## config.mk

```make
export PLATFORM = sky130hd
export DESIGN_NAME = tmr_channel
export DESIGN_NICKNAME = d
export VERILOG_FILES = /design/src/rtl/tmr_pkg.sv /design/src/rtl/tmr_rst_sync.sv /design/src/rtl/tmr_gate_edge.sv /design/src/rtl/tmr_step.sv /design/src/rtl/tmr_channel.sv
export SDC_FILE = /design/constraint.sdc
export NUM_CORES = 1
export LEC_CHECK = 0
export ABC_AREA = 1
export ABC_CLOCK_PERIOD_IN_PS = 1700
export BUFFER_PORTS_ARGS = -buffer_cell sky130_fd_sc_hd__clkbuf_2
export CAP_MARGIN = 20
export CORE_UTILIZATION = 35
export CTS_CLUSTER_SIZE = 28
export DETAILED_ROUTE_END_ITERATION = 12
export SYNTH_ARGS = -nofsm -noshare
export SYNTH_HDL_FRONTEND = slang
export SYNTH_SLANG_ARGS = --single-unit
```

## constraint.sdc

```tcl
create_clock -name clk -period 1.7 [get_ports clk]
set_input_delay 0.085 -clock clk [delete_from_list [all_inputs] [get_ports clk]]
set_output_delay 0.085 -clock clk [all_outputs]
set_load 0.01 [all_outputs]
```

## src/rtl/tmr_pkg.sv

```systemverilog
package tmr_pkg;

  typedef enum logic [2:0] {
    M_TERM    = 3'd0,
    M_ONESHOT = 3'd1,
    M_RATE    = 3'd2,
    M_SQUARE  = 3'd3,
    M_SWSTB   = 3'd4,
    M_HWSTB   = 3'd5
  } tmr_mode_e;

  // codes 6 and 7 fold onto the rate and square modes
  function automatic tmr_mode_e norm_mode(input logic [2:0] code);
    if (code[2:1] == 2'b11) return tmr_mode_e'({1'b0, code[1:0]});
    return tmr_mode_e'(code);
  endfunction

endpackage

```

## src/rtl/tmr_rst_sync.sv

```systemverilog
module tmr_rst_sync (
  input  logic clk,
  input  logic rst_n,
  output logic rst_sn
);
  logic [1:0] stage_q;

  always_ff @(posedge clk or negedge rst_n) begin
    if (!rst_n) stage_q <= 2'b00;
    else        stage_q <= {stage_q[0], 1'b1};
  end

  assign rst_sn = stage_q[1];
endmodule

```

## src/rtl/tmr_gate_edge.sv

```systemverilog
module tmr_gate_edge (
  input  logic clk,
  input  logic rst_n,
  input  logic gate_i,
  output logic rise_o
);
  logic gate_q;

  always_ff @(posedge clk or negedge rst_n) begin
    if (!rst_n) gate_q <= 1'b0;
    else        gate_q <= gate_i;
  end

  assign rise_o = gate_i & ~gate_q;
endmodule

```

## src/rtl/tmr_step.sv

```systemverilog
// One counter tick: next count, output and arm flag for the current mode.
module tmr_step
  import tmr_pkg::*;
#(
  parameter int unsigned CW = 16
) (
  input  tmr_mode_e       mode,
  input  logic [CW-1:0]   cnt,
  input  logic [CW-1:0]   init,
  input  logic            out_q,
  input  logic            armed_q,
  output logic [CW-1:0]   cnt_n,
  output logic            out_n,
  output logic            armed_n
);
  localparam logic [CW-1:0] ONE  = CW'(1);
  localparam logic [CW-1:0] TWO  = CW'(2);
  localparam logic [CW-1:0] TRI  = CW'(3);

  logic [CW-1:0] dec;
  logic [CW-1:0] dif;
  logic          term;

  always_comb begin
    dec = ONE;
    if (mode == M_SQUARE) begin
      // odd value only right after a reload: trim the half-period
      if (cnt[0]) dec = out_q ? ONE : TRI;
      else        dec = TWO;
    end
    dif  = cnt - dec;
    term = armed_q && (cnt == ONE);

    cnt_n   = dif;
    out_n   = out_q;
    armed_n = armed_q;
    case (mode)
      M_TERM, M_ONESHOT: begin
        if (term) begin
          out_n   = 1'b1;
          armed_n = 1'b0;
        end
      end
      M_RATE: begin
        if (cnt == ONE) begin
          cnt_n = init;
          out_n = 1'b1;
        end else begin
          out_n = (dif != ONE);
        end
      end
      M_SQUARE: begin
        if (cnt == dec) begin
          cnt_n = init;
          out_n = ~out_q;
        end
      end
      default: begin
        if (term) begin
          out_n   = 1'b0;
          armed_n = 1'b0;
        end else begin
          out_n = 1'b1;
        end
      end
    endcase
  end
endmodule

```

## src/rtl/tmr_channel.sv

```systemverilog
module tmr_channel
  import tmr_pkg::*;
#(
  parameter int unsigned CW = 16
) (
  input  logic          clk,
  input  logic          rst_n,
  input  logic          cnt_en,
  input  logic          load,
  input  logic [CW-1:0] load_val,
  input  logic [2:0]    mode_sel,
  input  logic          gate,
  output logic [CW-1:0] count,
  output logic          out
);
  logic          rst_sn;
  logic          gate_rise;

  tmr_mode_e     mode_q, mode_d;
  logic [CW-1:0] init_q, init_d;
  logic [CW-1:0] cnt_q,  cnt_d;
  logic          out_q,  out_d;
  logic          run_q,  run_d;
  logic          armed_q, armed_d;

  logic [CW-1:0] stp_cnt;
  logic          stp_out;
  logic          stp_armed;

  tmr_mode_e     ld_mode;
  logic          trig_mode;
  logic          force_mode;
  logic          free_mode;
  logic          tick_ok;

  tmr_rst_sync u_rst (
    .clk    (clk),
    .rst_n  (rst_n),
    .rst_sn (rst_sn)
  );

  tmr_gate_edge u_gedge (
    .clk    (clk),
    .rst_n  (rst_sn),
    .gate_i (gate),
    .rise_o (gate_rise)
  );

  tmr_step #(.CW(CW)) u_step (
    .mode    (mode_q),
    .cnt     (cnt_q),
    .init    (init_q),
    .out_q   (out_q),
    .armed_q (armed_q),
    .cnt_n   (stp_cnt),
    .out_n   (stp_out),
    .armed_n (stp_armed)
  );

  always_comb begin
    ld_mode    = norm_mode(mode_sel);
    trig_mode  = mode_q inside {M_ONESHOT, M_RATE, M_SQUARE, M_HWSTB};
    force_mode = mode_q inside {M_RATE, M_SQUARE};
    free_mode  = mode_q inside {M_ONESHOT, M_HWSTB};
    tick_ok    = gate || free_mode;

    mode_d  = mode_q;
    init_d  = init_q;
    cnt_d   = cnt_q;
    out_d   = out_q;
    run_d   = run_q;
    armed_d = armed_q;

    if (load) begin
      mode_d  = ld_mode;
      init_d  = load_val;
      cnt_d   = load_val;
      out_d   = (ld_mode != M_TERM);
      run_d   = !(ld_mode inside {M_ONESHOT, M_HWSTB});
      armed_d = !(ld_mode inside {M_ONESHOT, M_HWSTB});
    end else if (gate_rise && trig_mode) begin
      cnt_d   = init_q;
      run_d   = 1'b1;
      armed_d = 1'b1;
      out_d   = (mode_q != M_ONESHOT);
    end else if (force_mode && !gate) begin
      out_d   = 1'b1;
    end else if (cnt_en && run_q) begin
      if (tick_ok) begin
        cnt_d   = stp_cnt;
        out_d   = stp_out;
        armed_d = stp_armed;
      end else if (mode_q == M_SWSTB) begin
        out_d   = 1'b1;
      end
    end
  end

  always_ff @(posedge clk or negedge rst_sn) begin
    if (!rst_sn) begin
      mode_q  <= M_TERM;
      init_q  <= '0;
      cnt_q   <= '0;
      out_q   <= 1'b0;
      run_q   <= 1'b0;
      armed_q <= 1'b0;
    end else begin
      mode_q  <= mode_d;
      init_q  <= init_d;
      cnt_q   <= cnt_d;
      out_q   <= out_d;
      run_q   <= run_d;
      armed_q <= armed_d;
    end
  end

  assign count = cnt_q;
  assign out   = out_q;
endmodule

```

# Word-level counts from Yosys, hierarchy flattened
# Index checks and enable logic that the tools add are counted.
# word_totals
ff_bits	41
input_bits	24
# op_classes
add_sub_neg	1
n_eq_ne	16
n_mux	34
bitwise	3
n_reduce_logical	24
# op_table
operator	count
$mux 16	9
$pmux 16 s2	1
$mux 1	20
$eq 16x1->1 const B	1
$eq 16x16->1	1
$ne 16x1->1 const B	1
$sub 16x16->16	1
$reduce_bool 3->1	4
$eq 3x3->1 const B	3
$reduce_bool 2->1	4
$reduce_bool 4->1	2
$eq 3x1->1 const B	2
$eq 3x2->1 const B	2
$mux 3	2
$ne 3x1->1 const B	2
$ne 6x3->1 const B	1
$ne 6x5->1 const B	1
$reduce_and 5->1	1
$reduce_bool 5->1	1
$logic_and 1x1->1	4
$reduce_and 4->1	1
$reduce_or 2->1	2
$logic_not 3->1	1
$ne 3x3->1 const B	1
other kinds (8)	10

# Longest topological paths before layout
# Gate-level depths: netlist of the first run.
# depth
depth_word	12
depth_mapped	19
mapped_depth_nobuf	19

# Cells and area by module
# Synthesis of the first run repeated with hierarchy kept, for this count alone.
# hier_totals
cells_unflattened	466
area_unflattened_um2	3071.7
# by_module_without_submodules
mod	n_inst	cells_each	area_each_um2
tmr_channel	1	271	1998.2
tmr_step	1	189	984.7
tmr_rst_sync	1	3	53.8
tmr_gate_edge	1	3	35.0

# Worst setup path before layout of the first run
# OpenSTA, ideal clock, no wires.
# synth_path
kind	reg2reg
startpoint	reg mode_q[2]
endpoint	reg out_q, in the netlist out
setup_ns	0.125
t_arrival_ns	2.203
required_time_ns	1.575
slack_ns	-0.627
stages_incl_launch_ff	20
path_buffers	0
synth_period_minus_slack_ns	2.327
cell_sequence	dfrtp_1 inv_2 nand3_2 inv_1 nand2_1 fa_1 inv_1 nand2_2 nor2_4 nand2_1 nand2_1 nand2_1 nor2_1 nand3_1 nor2_1 nand3_1 nand2_1 nand2_1 nand2_1 a21oi_2
# synth_between
elab_chain_len	11
word_cells_on_any_way	30
cone_classes	1 x add/sub; 10 x eq/ne; 8 x mux; 11 x reduce/logical
# synth_rtl
item	line_no	rtl
start, declared	tmr_channel.sv:19	tmr_mode_e mode_q, mode_d;
start signal, assigned	tmr_channel.sv:108	mode_q <= mode_d;
$eq 3x2->1	n/a	
$mux 16	tmr_step.sv:26	if (mode == M_SQUARE) begin
$sub 16x16->16	tmr_step.sv:31	dif = cnt - dec;
$ne 16x1->1	tmr_step.sv:49	out_n = (dif != ONE);
$mux 1	tmr_step.sv:45	if (cnt == ONE) begin
$pmux 1 s3	tmr_step.sv:37	case (mode)
$mux 1	tmr_channel.sv:89	if (tick_ok) begin
$mux 1	tmr_channel.sv:88	end else if (cnt_en && run_q) begin
$mux 1	tmr_channel.sv:86	end else if (force_mode && !gate) begin
$mux 1	tmr_channel.sv:81	end else if (gate_rise && trig_mode) begin
$mux 1	tmr_channel.sv:74	if (load) begin
end signal, assigned	tmr_channel.sv:111	out_q <= out_d;
end, declared	tmr_channel.sv:22	logic out_q, out_d;
# Several ways; a longest one is shown, not always the timed one. The select of a mux whose other input is x is not followed.
# A chain may end at the register's enable or synchronous reset.

# Final worst setup path of the first run
# Same ends and word-level chain as after synthesis.

==> results_tabular.tex, run 1 <==
\begin{tabular}{lr}
\hline
Metric & Value \\
\hline
\multicolumn{2}{l}{\textbf{Setup path}} \\
Critical path endpoint category & register \\
Required @ worst endpoint & 1.89 ns \\
Kind of start point of the critical path & register \\
Crit path DAT & 2.58 ns \\
Maximum net fanout on the critical path & 7 \\
Reg2reg setup slack & -0.69 ns \\
Category of the critical setup timing path & register to register \\
\multicolumn{2}{l}{\textbf{STA}} \\
Final-report setup violation count & 17 \\
Final Hold Viols & 0 \\
Final Max Slew Viols & 0 \\
Period Utilization, post-route & 1.40 \\
Time the final worst path needs with I/O delays and setup & 2.39 ns \\
Transition at the pin with the smallest max-transition slack & about 0.56 ns \\
Hold slack & 0.0146 ns \\
Setup skew after layout & 0.00600 ns \\
Setup slack after layout & -0.688 ns \\
Rel. slew slack & 0.630 \\
Highest achievable clock rate & between 400 and 500 MHz \\
Unrepaired setup endpoints after global routing & yes \\
\multicolumn{2}{l}{\textbf{Synthesis}} \\
Average cell area after synthesis & 7.05 µm² \\
Mapped Area & 2690 µm² \\
Cells after synthesis & 381 \\
Netlist cell types & 36 \\
Sequential-to-total area share from yosys stat & 0.382 \\
Seq cells post-synth & 41 \\
Total of warnings raised by yosys & 0 \\
Net count after synthesis & 408 \\
\multicolumn{2}{l}{\textbf{Die}} \\
Die ar. & 8030 µm² \\
Ports placed on the boundary & 41 \\
Horiz. Die Dim & between 80 and 90 µm \\
CORE AREA & 7330 µm² \\
Effective utilization at floorplan & 0.366 \\
Vert. Die Dim & 89.6 µm \\
Number of core rows & 31 \\
\multicolumn{2}{l}{\textbf{Pwr}} \\
Combinational power share & 0.485 \\
Standby leakage power & between 2 and 2.5 nW \\
Largest vdd supply drop & 0.416 mV \\
Sw Share & 0.384 \\
Total net switching power & 0.00147 W \\
Clock share of power & 0.189 \\
Internal cell power & 0.00236 W \\
Sequential cell fraction of total power & 0.325 \\
Cell area power density & roughly 980 nW/µm² \\
\multicolumn{2}{l}{\textbf{Place}} \\
Half-perimeter wire length of the detailed placement result & 6290 µm \\
Cell total after placement & 588 \\
Final RePlAce weighted congestion & 0.960 \\
Standard cell area after detailed placement & 3590 µm² \\
Number of port buffers & 40 \\
\multicolumn{2}{l}{\textbf{Detailed routing}} \\
Wire length per cell & $\sim$14 µm \\
Number of vias per cell after detailed routing & 4.87 \\
Final WL & approximately 8500 µm \\
First-pass iteration count of the detailed router & 4 \\
Final ANT Viol Nets & 0 \\
Vias & 2969 \\
\# DRC & 0 \\
Number of DRC violations after detailed-routing iteration 0 & 220 \\
\multicolumn{2}{l}{\textbf{Run status}} \\
Run status & complete, but fails checks \\
Violations in the final reports & negative setup slack \\
\multicolumn{2}{l}{\textbf{Hold path}} \\
Class of the tightest hold or removal check & primary input to register \\
\multicolumn{2}{l}{\textbf{CTS}} \\
Clock tree from TritonCTS & yes \\
Clock root buffer master & sky130\_fd\_sc\_hd\_\_clkbuf\_8 \\
Clock transition at the register clock pins on the worst setup and hold paths after CTS & 0.08 ns \\
Max H-tree Level & 2 \\
Insertion delay to the later sink of the worst-skew pair & 0.30 ns \\
Number of clock buffers inserted by TritonCTS & 5 \\
Clk sinks & 41 \\
Max Root-Sink Buffers & 2 \\
\multicolumn{2}{l}{\textbf{Flow run}} \\
Maxcap violations & 0 \\
\multicolumn{2}{l}{\textbf{Cells and area}} \\
Diodes inserted & 0 \\
Area added between synthesis and finish & 45.4\% \\
Fraction of the core area covered by cells at the end of the flow & 0.533 \\
Fillers & 702 \\
Share of post-route cells with drive strength above 1 & 0.364 \\
Post-route insts no fill & 610 \\
Final net count & approximately 540 \\
Final non-filler cell area & 3910 µm² \\
\multicolumn{2}{l}{\textbf{Global routing}} \\
Total congestion overflow after global routing & 0 \\
Overall global routing resource usage & 0.232 \\
Pin count of the biggest net entering global routing & 27 \\
Number of antenna violations at the first check in global routing & 0 \\
Via count of the first global-routing pass & 2924 \\
Wire length of the first global-routing pass & $\sim$14000 µm \\
\hline
\end{tabular}
## power groups by stage
stage | registers, W | clock network, W | logic, W
after floorplan | 0.00134 | 0 | 0.000737
after global placement | 0.00126 | 0 | 0.00168
after global routing | 0.00126 | 0.000774 | 0.00205
after CTS | 0.00124 | 0.000738 | 0.00179
final | 0.00125 | 0.000726 | 0.00186
after detailed placement | 0.00126 | 0 | 0.00170
## state kept, by name, summed over array words and instances (netlist names)
signal,cells
u_rst.stage_q,2
init_q,16
count,16
out,1
armed_q,1
run_q,1
mode_q,3
u_gedge.gate_q,1
## path summary, 6_finish.rpt
path | startpoint | end | cells past startpoint
setup / recovery | mode_q[2]$_DFFE_PN0P_ | out$_DFFE_PN0P_ | 19
hold / removal | load_val[15] | init_q[15]$_DFFE_PN0P_ | 3
setup reg to reg | mode_q[2]$_DFFE_PN0P_ | out$_DFFE_PN0P_ | 19
hold reg to reg | u_rst.stage_q[1]$_DFF_PN0_ | init_q[1]$_DFFE_PN0P_ | 1
max in group asynchronous | u_rst.stage_q[1]$_DFF_PN0_ | init_q[12]$_DFFE_PN0P_ | 1
min in group asynchronous | rst_n | u_rst.stage_q[0]$_DFF_PN0_ | 2
## layer usage
layer,vias up,global-route usage,share of wire
li1,1503,-,-
met1,1358,0.321,0.46
met2,95,0.364,0.47
met3,13,0.0448,0.060
met4,0,0.0794,0.018
met5,-,0,0
## synth_stat cells, drive strengths merged
library cell | count | area share
dfrtp | 41 | 0.38
nand3b | 1 | 0.0028
xnor2 | 2 | 0.0065
o41ai | 1 | 0.0033
nor3 | 3 | 0.0056
o22a | 1 | 0.0033
ha | 2 | 0.0093
o21bai | 1 | 0.0028
xor2 | 1 | 0.0061
nand4 | 5 | 0.012
inv | 43 | 0.060
conb | 1 | 0.0014
clkbuf | 6 | 0.0084
buf | 6 | 0.016
nand3 | 20 | 0.039
fa | 1 | 0.0075
o32ai | 1 | 0.0033
a21oi | 5 | 0.011
o311ai | 2 | 0.0065
a31oi | 16 | 0.037
clkinv | 1 | 0.0019
o211ai | 13 | 0.036
nand2 | 137 | 0.21
o21ai | 19 | 0.038
nor2 | 50 | 0.090
nor4 | 2 | 0.0047
## per-stage QoR
step	setup slack, ns	power, W	TNS, ns
floorplan	-0.431	0.00207	-4.83
global placement	-0.491	0.00294	-6.09
detailed placement	-0.534	0.00296	-6.75
CTS	-0.550	0.00377	-7.23
global route	-0.899	0.00409	-9.99
finish	-0.688	0.00383	-7.68
## worst max-delay path, stage by stage (launching register included)
cell	delay [ns]
sky130_fd_sc_hd__dfrtp_1	0.39
sky130_fd_sc_hd__inv_2	0.09
sky130_fd_sc_hd__nand3_4	0.09
sky130_fd_sc_hd__inv_4	0.08
sky130_fd_sc_hd__nand2_4	0.05
sky130_fd_sc_hd__fa_2	0.37
sky130_fd_sc_hd__inv_2	0.09
sky130_fd_sc_hd__nand2_4	0.06
sky130_fd_sc_hd__nor2_4	0.18
sky130_fd_sc_hd__nand2_1	0.07
sky130_fd_sc_hd__nand2_1	0.06
sky130_fd_sc_hd__nand2_1	0.07
sky130_fd_sc_hd__nor2_1	0.14
sky130_fd_sc_hd__nand3_1	0.08
sky130_fd_sc_hd__nor2_1	0.13
sky130_fd_sc_hd__nand3_1	0.09
sky130_fd_sc_hd__nand2_1	0.08
sky130_fd_sc_hd__nand2_1	0.06
sky130_fd_sc_hd__nand2_1	0.07
sky130_fd_sc_hd__a21oi_2	0.05
## cells in the final DEF, fill, tap and decap left out, drive strengths merged, types with 2 or more instances in the layout
cell type,Yosys,final
nand2,137,140
clkbuf,6,47
inv,43,43
o21ai,19,19
ha,2,2
nand3,20,20
o211ai,13,13
dlygate4sd3,0,2
o311ai,2,2
dfrtp,41,41
buf,6,89
clkinv,1,2
a21oi,5,5
nand4,5,5
xnor2,2,2
nor3,3,3
a31oi,16,16
nor2,50,50
nor4,2,2
## layout make-up
class                   instances  area (µm²)  area share
multi-input cells             287        1560       0.399
flip-flops and latches         41        1030       0.263
repair buffers                131         916       0.234
inverters                      44         180      0.0461
well taps                      99         124      0.0317
clock buffers                   7        96.3      0.0247
clock inverters                 1        5.00     0.00128
## cell families after synthesis
logic type / after synthesis / share of synthesized area
XOR/XNOR: 3 / 0.0126
other: 1 / 0.00140
AND/OR/NAND/NOR: 218 / 0.360
AO/OA/AOI/OAI: 59 / 0.142
buffers and inverters: 56 / 0.0862
adder cells (fa/ha/maj): 3 / 0.0168
flip-flops: 41 / 0.382
## repair_timing
action | in CTS | in global routing
gates cloned | 3 | 0
endpoints found under the hold margin | 3 | 0
resized for setup | 12 | 14
buffers inserted | 2 | 8
pin swaps | 1 | 14
setup endpoints to repair | 17 | 19
hold buffers | 2 | 0
(Power assumes the default switching activity.)
==> run 2, diff against run 1 <==
--- a/config.mk
+++ b/config.mk
@@ -6,7 +6,7 @@
 export NUM_CORES = 1
 export LEC_CHECK = 0
 export ABC_AREA = 1
-export ABC_CLOCK_PERIOD_IN_PS = 1700
+export ABC_CLOCK_PERIOD_IN_PS = 2300
 export BUFFER_PORTS_ARGS = -buffer_cell sky130_fd_sc_hd__clkbuf_2
 export CAP_MARGIN = 20
 export CORE_UTILIZATION = 35
@@ -14,4 +14,5 @@
 export DETAILED_ROUTE_END_ITERATION = 12
 export SYNTH_ARGS = -nofsm -noshare
 export SYNTH_HDL_FRONTEND = slang
+export SYNTH_HIERARCHICAL = 1
 export SYNTH_SLANG_ARGS = --single-unit
==> constraint.sdc (replaced) <==
create_clock -name clk -period 2.3 [get_ports clk]
set_input_delay 0.115 -clock clk [delete_from_list [all_inputs] [get_ports clk]]
set_output_delay 0.115 -clock clk [all_outputs]
set_load 0.01 [all_outputs]
==> results_tabular.tex, run 2 <==
\begin{tabular}{lr}
\hline
Metric & Value \\
\hline
\multicolumn{2}{l}{\textbf{CTS}} \\
Clk sinks & 41 (unchanged) \\
Clock root buffer master & sky130\_fd\_sc\_hd\_\_clkbuf\_8 \\
Clock transition at the register clock pins on the worst setup and hold paths after CTS & 0.09 ns (about the same) \\
Max Root-Sink Buffers & 2 (unchanged) \\
Number of clock buffers inserted by TritonCTS & 5 (unchanged) \\
Max H-tree Level & 2 (unchanged) \\
Clock tree from TritonCTS & yes \\
Insertion delay to the later sink of the worst-skew pair & 0.31 ns (about the same) \\
\multicolumn{2}{l}{\textbf{Pwr}} \\
Sequential cell fraction of total power & 0.341 (+0.016) \\
Cell area power density & 667 nW/µm² (-32\%) \\
Combinational power share & 0.433 (-0.052) \\
Largest vdd supply drop & 0.251 mV (-40\%) \\
Clock share of power & 0.226 (+0.037) \\
Sw Share & 0.390 (+0.00599) \\
Standby leakage power & 2.27 nW (+11\%) \\
Total net switching power & 0.00109 W (-26\%) \\
Internal cell power & 0.00171 W (-28\%) \\
Design Power & 0.00280 W (-27\%) \\
\multicolumn{2}{l}{\textbf{Synthesis}} \\
Share of Yosys cell area claimed by the top area cell type & 0.334 (-0.0479) \\
Synthesized-area fraction occupied by and/or/nand/nor cells & 0.416 (+0.0563) \\
Seq cells post-synth & 41 (unchanged) \\
Net count after synthesis & 494 (+21\%) \\
Parity-gate share of the synthesized area counting xor and xnor cells & 0.0114 (-0.00117) \\
Most common cell in the netlist & sky130\_fd\_sc\_hd\_\_nand2\_1 \\
Adder-cell share of the synthesized area & 0.0187 (+0.00197) \\
Synth top area cells & sky130\_fd\_sc\_hd\_\_dfrtp\_1 (33\%), sky130\_fd\_sc\_hd\_\_nand2\_1 (21\%), sky130\_fd\_sc\_hd\_\_inv\_1 (8.1\%) \\
Top cells by count, synth & sky130\_fd\_sc\_hd\_\_nand2\_1 (169), sky130\_fd\_sc\_hd\_\_inv\_1 (66), sky130\_fd\_sc\_hd\_\_nor2\_1 (55), sky130\_fd\_sc\_hd\_\_dfrtp\_1 (41), sky130\_fd\_sc\_hd\_\_a21oi\_1 (18) \\
Complex-gate fraction of the synthesized area & 0.0921 (-0.0495) \\
Number of flops mapped to enable cells by yosys & 0 (unchanged) \\
Average cell area after synthesis & 6.59 µm² (-6.5\%) \\
Total of warnings raised by yosys & 6 (+6) \\
Netlist cell types & 33 (-8.3\%) \\
Proportion of synthesized flip-flops having asynchronous set or reset & 1.00 (unchanged) \\
Most area-hungry cell type in the Yosys netlist & sky130\_fd\_sc\_hd\_\_dfrtp\_1 \\
Sequential-to-total area share from yosys stat & 0.334 (-0.0479) \\
Multiplexer share of the synthesized area & 0.00326 (+0.00326) \\
Mapped Area & 3070 µm² (+14\%) \\
Dominant combinational cell family by area after synthesis & simple AND/OR/NAND/NOR gates \\
Primary flip-flop cell chosen by synthesis mapping & sky130\_fd\_sc\_hd\_\_dfrtp\_1 \\
Cells after synthesis & 466 (+22\%) \\
\multicolumn{2}{l}{\textbf{STA}} \\
Rel. slew slack & 0.657 (+0.0270) \\
Transition at the pin with the smallest max-transition slack & 0.515 ns (-0.0404 ns) \\
Highest achievable clock rate & 370 MHz (-12\%) \\
Setup slack after layout & -0.404 ns (+0.284 ns) \\
Final-report setup violation count & 17 (unchanged) \\
Final Max Slew Viols & 0 (unchanged) \\
Setup skew after layout & 0.0125 ns (+0.00649 ns) \\
Unrepaired setup endpoints after global routing & yes \\
Time the final worst path needs with I/O delays and setup & 2.70 ns (+0.316 ns) \\
Period Utilization, post-route & 1.18 (-0.229) \\
Final Hold Viols & 0 (unchanged) \\
\multicolumn{2}{l}{\textbf{Run status}} \\
Run status & complete, but fails checks \\
Violations in the final reports & negative setup slack \\
\multicolumn{2}{l}{\textbf{Cells and area}} \\
Final net count & 587 (+9.3\%) \\
Share of post-route cells with drive strength above 1 & 0.345 (-0.0193) \\
Leading cell types in the layout, fill and taps excluded & sky130\_fd\_sc\_hd\_\_nand2\_1 (166), sky130\_fd\_sc\_hd\_\_inv\_1 (62), sky130\_fd\_sc\_hd\_\_buf\_4 (47) \\
Diodes inserted & 0 (unchanged) \\
Post-route insts no fill & 665 (+9.0\%) \\
Area added between synthesis and finish & 36.7\% \\
Leading cell type in the layout, fill and taps excluded & sky130\_fd\_sc\_hd\_\_nand2\_1 \\
Final non-filler cell area & 4200 µm² (+7.5\%) \\
\multicolumn{2}{l}{\textbf{Setup path}} \\
Worst setup startpoint & mode\_q[1]\$\_DFFE\_PN0P\_ \\
Category of the critical setup timing path & register to register \\
Kind of start point of the critical path & register \\
Maximum net fanout on the critical path & 6 (-1) \\
Crit path DAT & 2.92 ns (+0.34 ns) \\
Reg-to-reg critical path startpoint & mode\_q[1]\$\_DFFE\_PN0P\_ \\
Required @ worst endpoint & 2.51 ns (+0.62 ns) \\
Critical path endpoint category & register \\
\multicolumn{2}{l}{\textbf{Die}} \\
Vert. Die Dim & 95.7 µm (+6.8\%) \\
Number of core rows & 33 (+6.5\%) \\
Horiz. Die Dim & 95.7 µm (+6.8\%) \\
Ports placed on the boundary & 41 (unchanged) \\
Die ar. & 9150 µm² (+14\%) \\
CORE AREA & 8340 µm² (+14\%) \\
Effective utilization at floorplan & 0.368 (+0.00184) \\
\multicolumn{2}{l}{\textbf{Hold path}} \\
Class of the tightest hold or removal check & primary input to register \\
Startpoint of the tightest hold check path & load\_val[6] \\
\multicolumn{2}{l}{\textbf{Detailed routing}} \\
Number of vias per cell after detailed routing & 4.69 (-3.5\%) \\
\# DRC & 0 (unchanged) \\
Final ANT Viol Nets & 0 (unchanged) \\
Vias & 3122 (+5.2\%) \\
First-pass iteration count of the detailed router & 5 (+1) \\
Number of DRC violations after detailed-routing iteration 0 & 121 (-45\%) \\
Final WL & 8810 µm (+4.1\%) \\
Wire length per cell & 13.2 µm (-4.5\%) \\
\multicolumn{2}{l}{\textbf{Place}} \\
Final RePlAce weighted congestion & 0.862 (-10\%) \\
Standard cell area after detailed placement & 3640 µm² (+1.5\%) \\
Half-perimeter wire length of the detailed placement result & 5770 µm (-8.3\%) \\
Number of port buffers & 40 (unchanged) \\
Pre-CTS worst setup slack & -0.303 ns (+0.231 ns) \\
Cell total after placement & 641 (+9.0\%) \\
\multicolumn{2}{l}{\textbf{Global routing}} \\
Wire length of the first global-routing pass & 14700 µm (+4.5\%) \\
Pin count of the biggest net entering global routing & 40 (+48\%) \\
Number of antenna violations at the first check in global routing & 0 (unchanged) \\
Overall global routing resource usage & 0.213 (-0.0198) \\
Total congestion overflow after global routing & 0 (unchanged) \\
Via count of the first global-routing pass & 3147 (+7.6\%) \\
\multicolumn{2}{l}{\textbf{Flow run}} \\
Maxcap violations & 0 (unchanged) \\
\hline
\end{tabular}
-- run 2: cell types whose count changed after synthesis, sizes merged, moves of 11 or more --
cell / delta
nand2: +47
inv: +29
a21oi: +21
nor2: +19
o211ai: -12
a31oi: -11
-- run 2: power by group through the flow --
stage | sequential (W) | clock [W] | combinational [W]
after floorplan | 0.000987 | 0 | 0.000633
after global placement | 0.000957 | 0 | 0.00106
after CTS | 0.000955 | 0.000646 | 0.00117
after detailed placement | 0.000960 | 0 | 0.00108
after global routing | 0.000971 | 0.000674 | 0.00136
final | 0.000954 | 0.000632 | 0.00121
-- run 2: kinds of logic (layout without fill, tap and decap cells) --
kind of cell               after synthesis  in the layout
adders and majority gates                4              4
buffers and inverters                   84            178
other                                    1              1
AOI/OAI and AO/OA                       47             47
DFF                                     41             41
and+or+nand+nor                        284            284
xor gates and xnor gates                 4              4
muxes                                    1              1
-- run 2: final timing paths --
path	slack, ns	endpoint	cells after the start
setup / recovery	-0.40	out$_DFFE_PN0P_	21
hold / removal	0.02	init_q[6]$_DFFE_PN0P_	3
setup reg to reg	-0.40	out$_DFFE_PN0P_	21
hold reg to reg	0.31	init_q[6]$_DFFE_PN0P_	1
max in group asynchronous	1.63	count[4]$_DFFE_PN0P_	1
min in group asynchronous	0.11	u_rst/stage_q[0]$_DFF_PN0_	2
-- run 2: repair_timing --
| item | 4_1_cts | 5_1_grt |
|---|---|---|
| gates cloned | 3 | 0 |
| pin swaps | 37 | 3 |
| hold buffers | 2 | 0 |
| buffers inserted | 11 | 0 |
| resized for setup | 43 | 14 |
| setup endpoints to repair | 16 | 17 |
| hold endpoints to repair | 3 | 0 |
-- run 2: critical path, cell delays in order (launching register included) --
cell and delay (ns):
sky130_fd_sc_hd__dfrtp_1 0.37, sky130_fd_sc_hd__inv_2 0.05, sky130_fd_sc_hd__nor2_4 0.13, sky130_fd_sc_hd__nand2_4 0.08
sky130_fd_sc_hd__inv_2 0.06, sky130_fd_sc_hd__o21ai_2 0.06, sky130_fd_sc_hd__fa_2 0.37, sky130_fd_sc_hd__nor2_4 0.12
sky130_fd_sc_hd__nand2_4 0.11, sky130_fd_sc_hd__o21ai_2 0.16, sky130_fd_sc_hd__nand2_1 0.09, sky130_fd_sc_hd__nor2_2 0.13
sky130_fd_sc_hd__nand3_1 0.11, sky130_fd_sc_hd__nor3_2 0.15, sky130_fd_sc_hd__nand3_1 0.12, sky130_fd_sc_hd__nand2_1 0.08
sky130_fd_sc_hd__nand2_1 0.05, sky130_fd_sc_hd__nand3b_1 0.15, sky130_fd_sc_hd__nand2_1 0.07, sky130_fd_sc_hd__nand2_1 0.04
sky130_fd_sc_hd__nand2_1 0.06, sky130_fd_sc_hd__nand2_1 0.04
-- run 2: per-layer routing --
metal  vias to the layer above  GRT usage  share of wire
met5                         -          0              0
met4                         0     0.0647          0.015
met3                        12     0.0327          0.050
met2                        58      0.377           0.50
met1                      1438      0.264           0.44
li1                       1614          -              -
-- run 2: area by class of cell --
cell class,count,area (µm²)
clock buffers,6,82.6
clock inverters,2,37.5
fillers,860,4140
inverters,72,273
multi-input cells,341,1900
flip-flops and latches,41,1030
well taps,105,131
repair buffers,98,749
-- run 2: stage by stage --
stage	utilization	setup TNS (ns)	hold slack, ns
finish	0.503	-3.21	0.0192
global route	0.503	-5.89	0.0374
CTS	0.495	-2.52	0.0214
detailed placement	0.436	-0.912	-0.0968
global placement	0.436	-0.461	-0.0994
floorplan	-	-0.942	-0.181
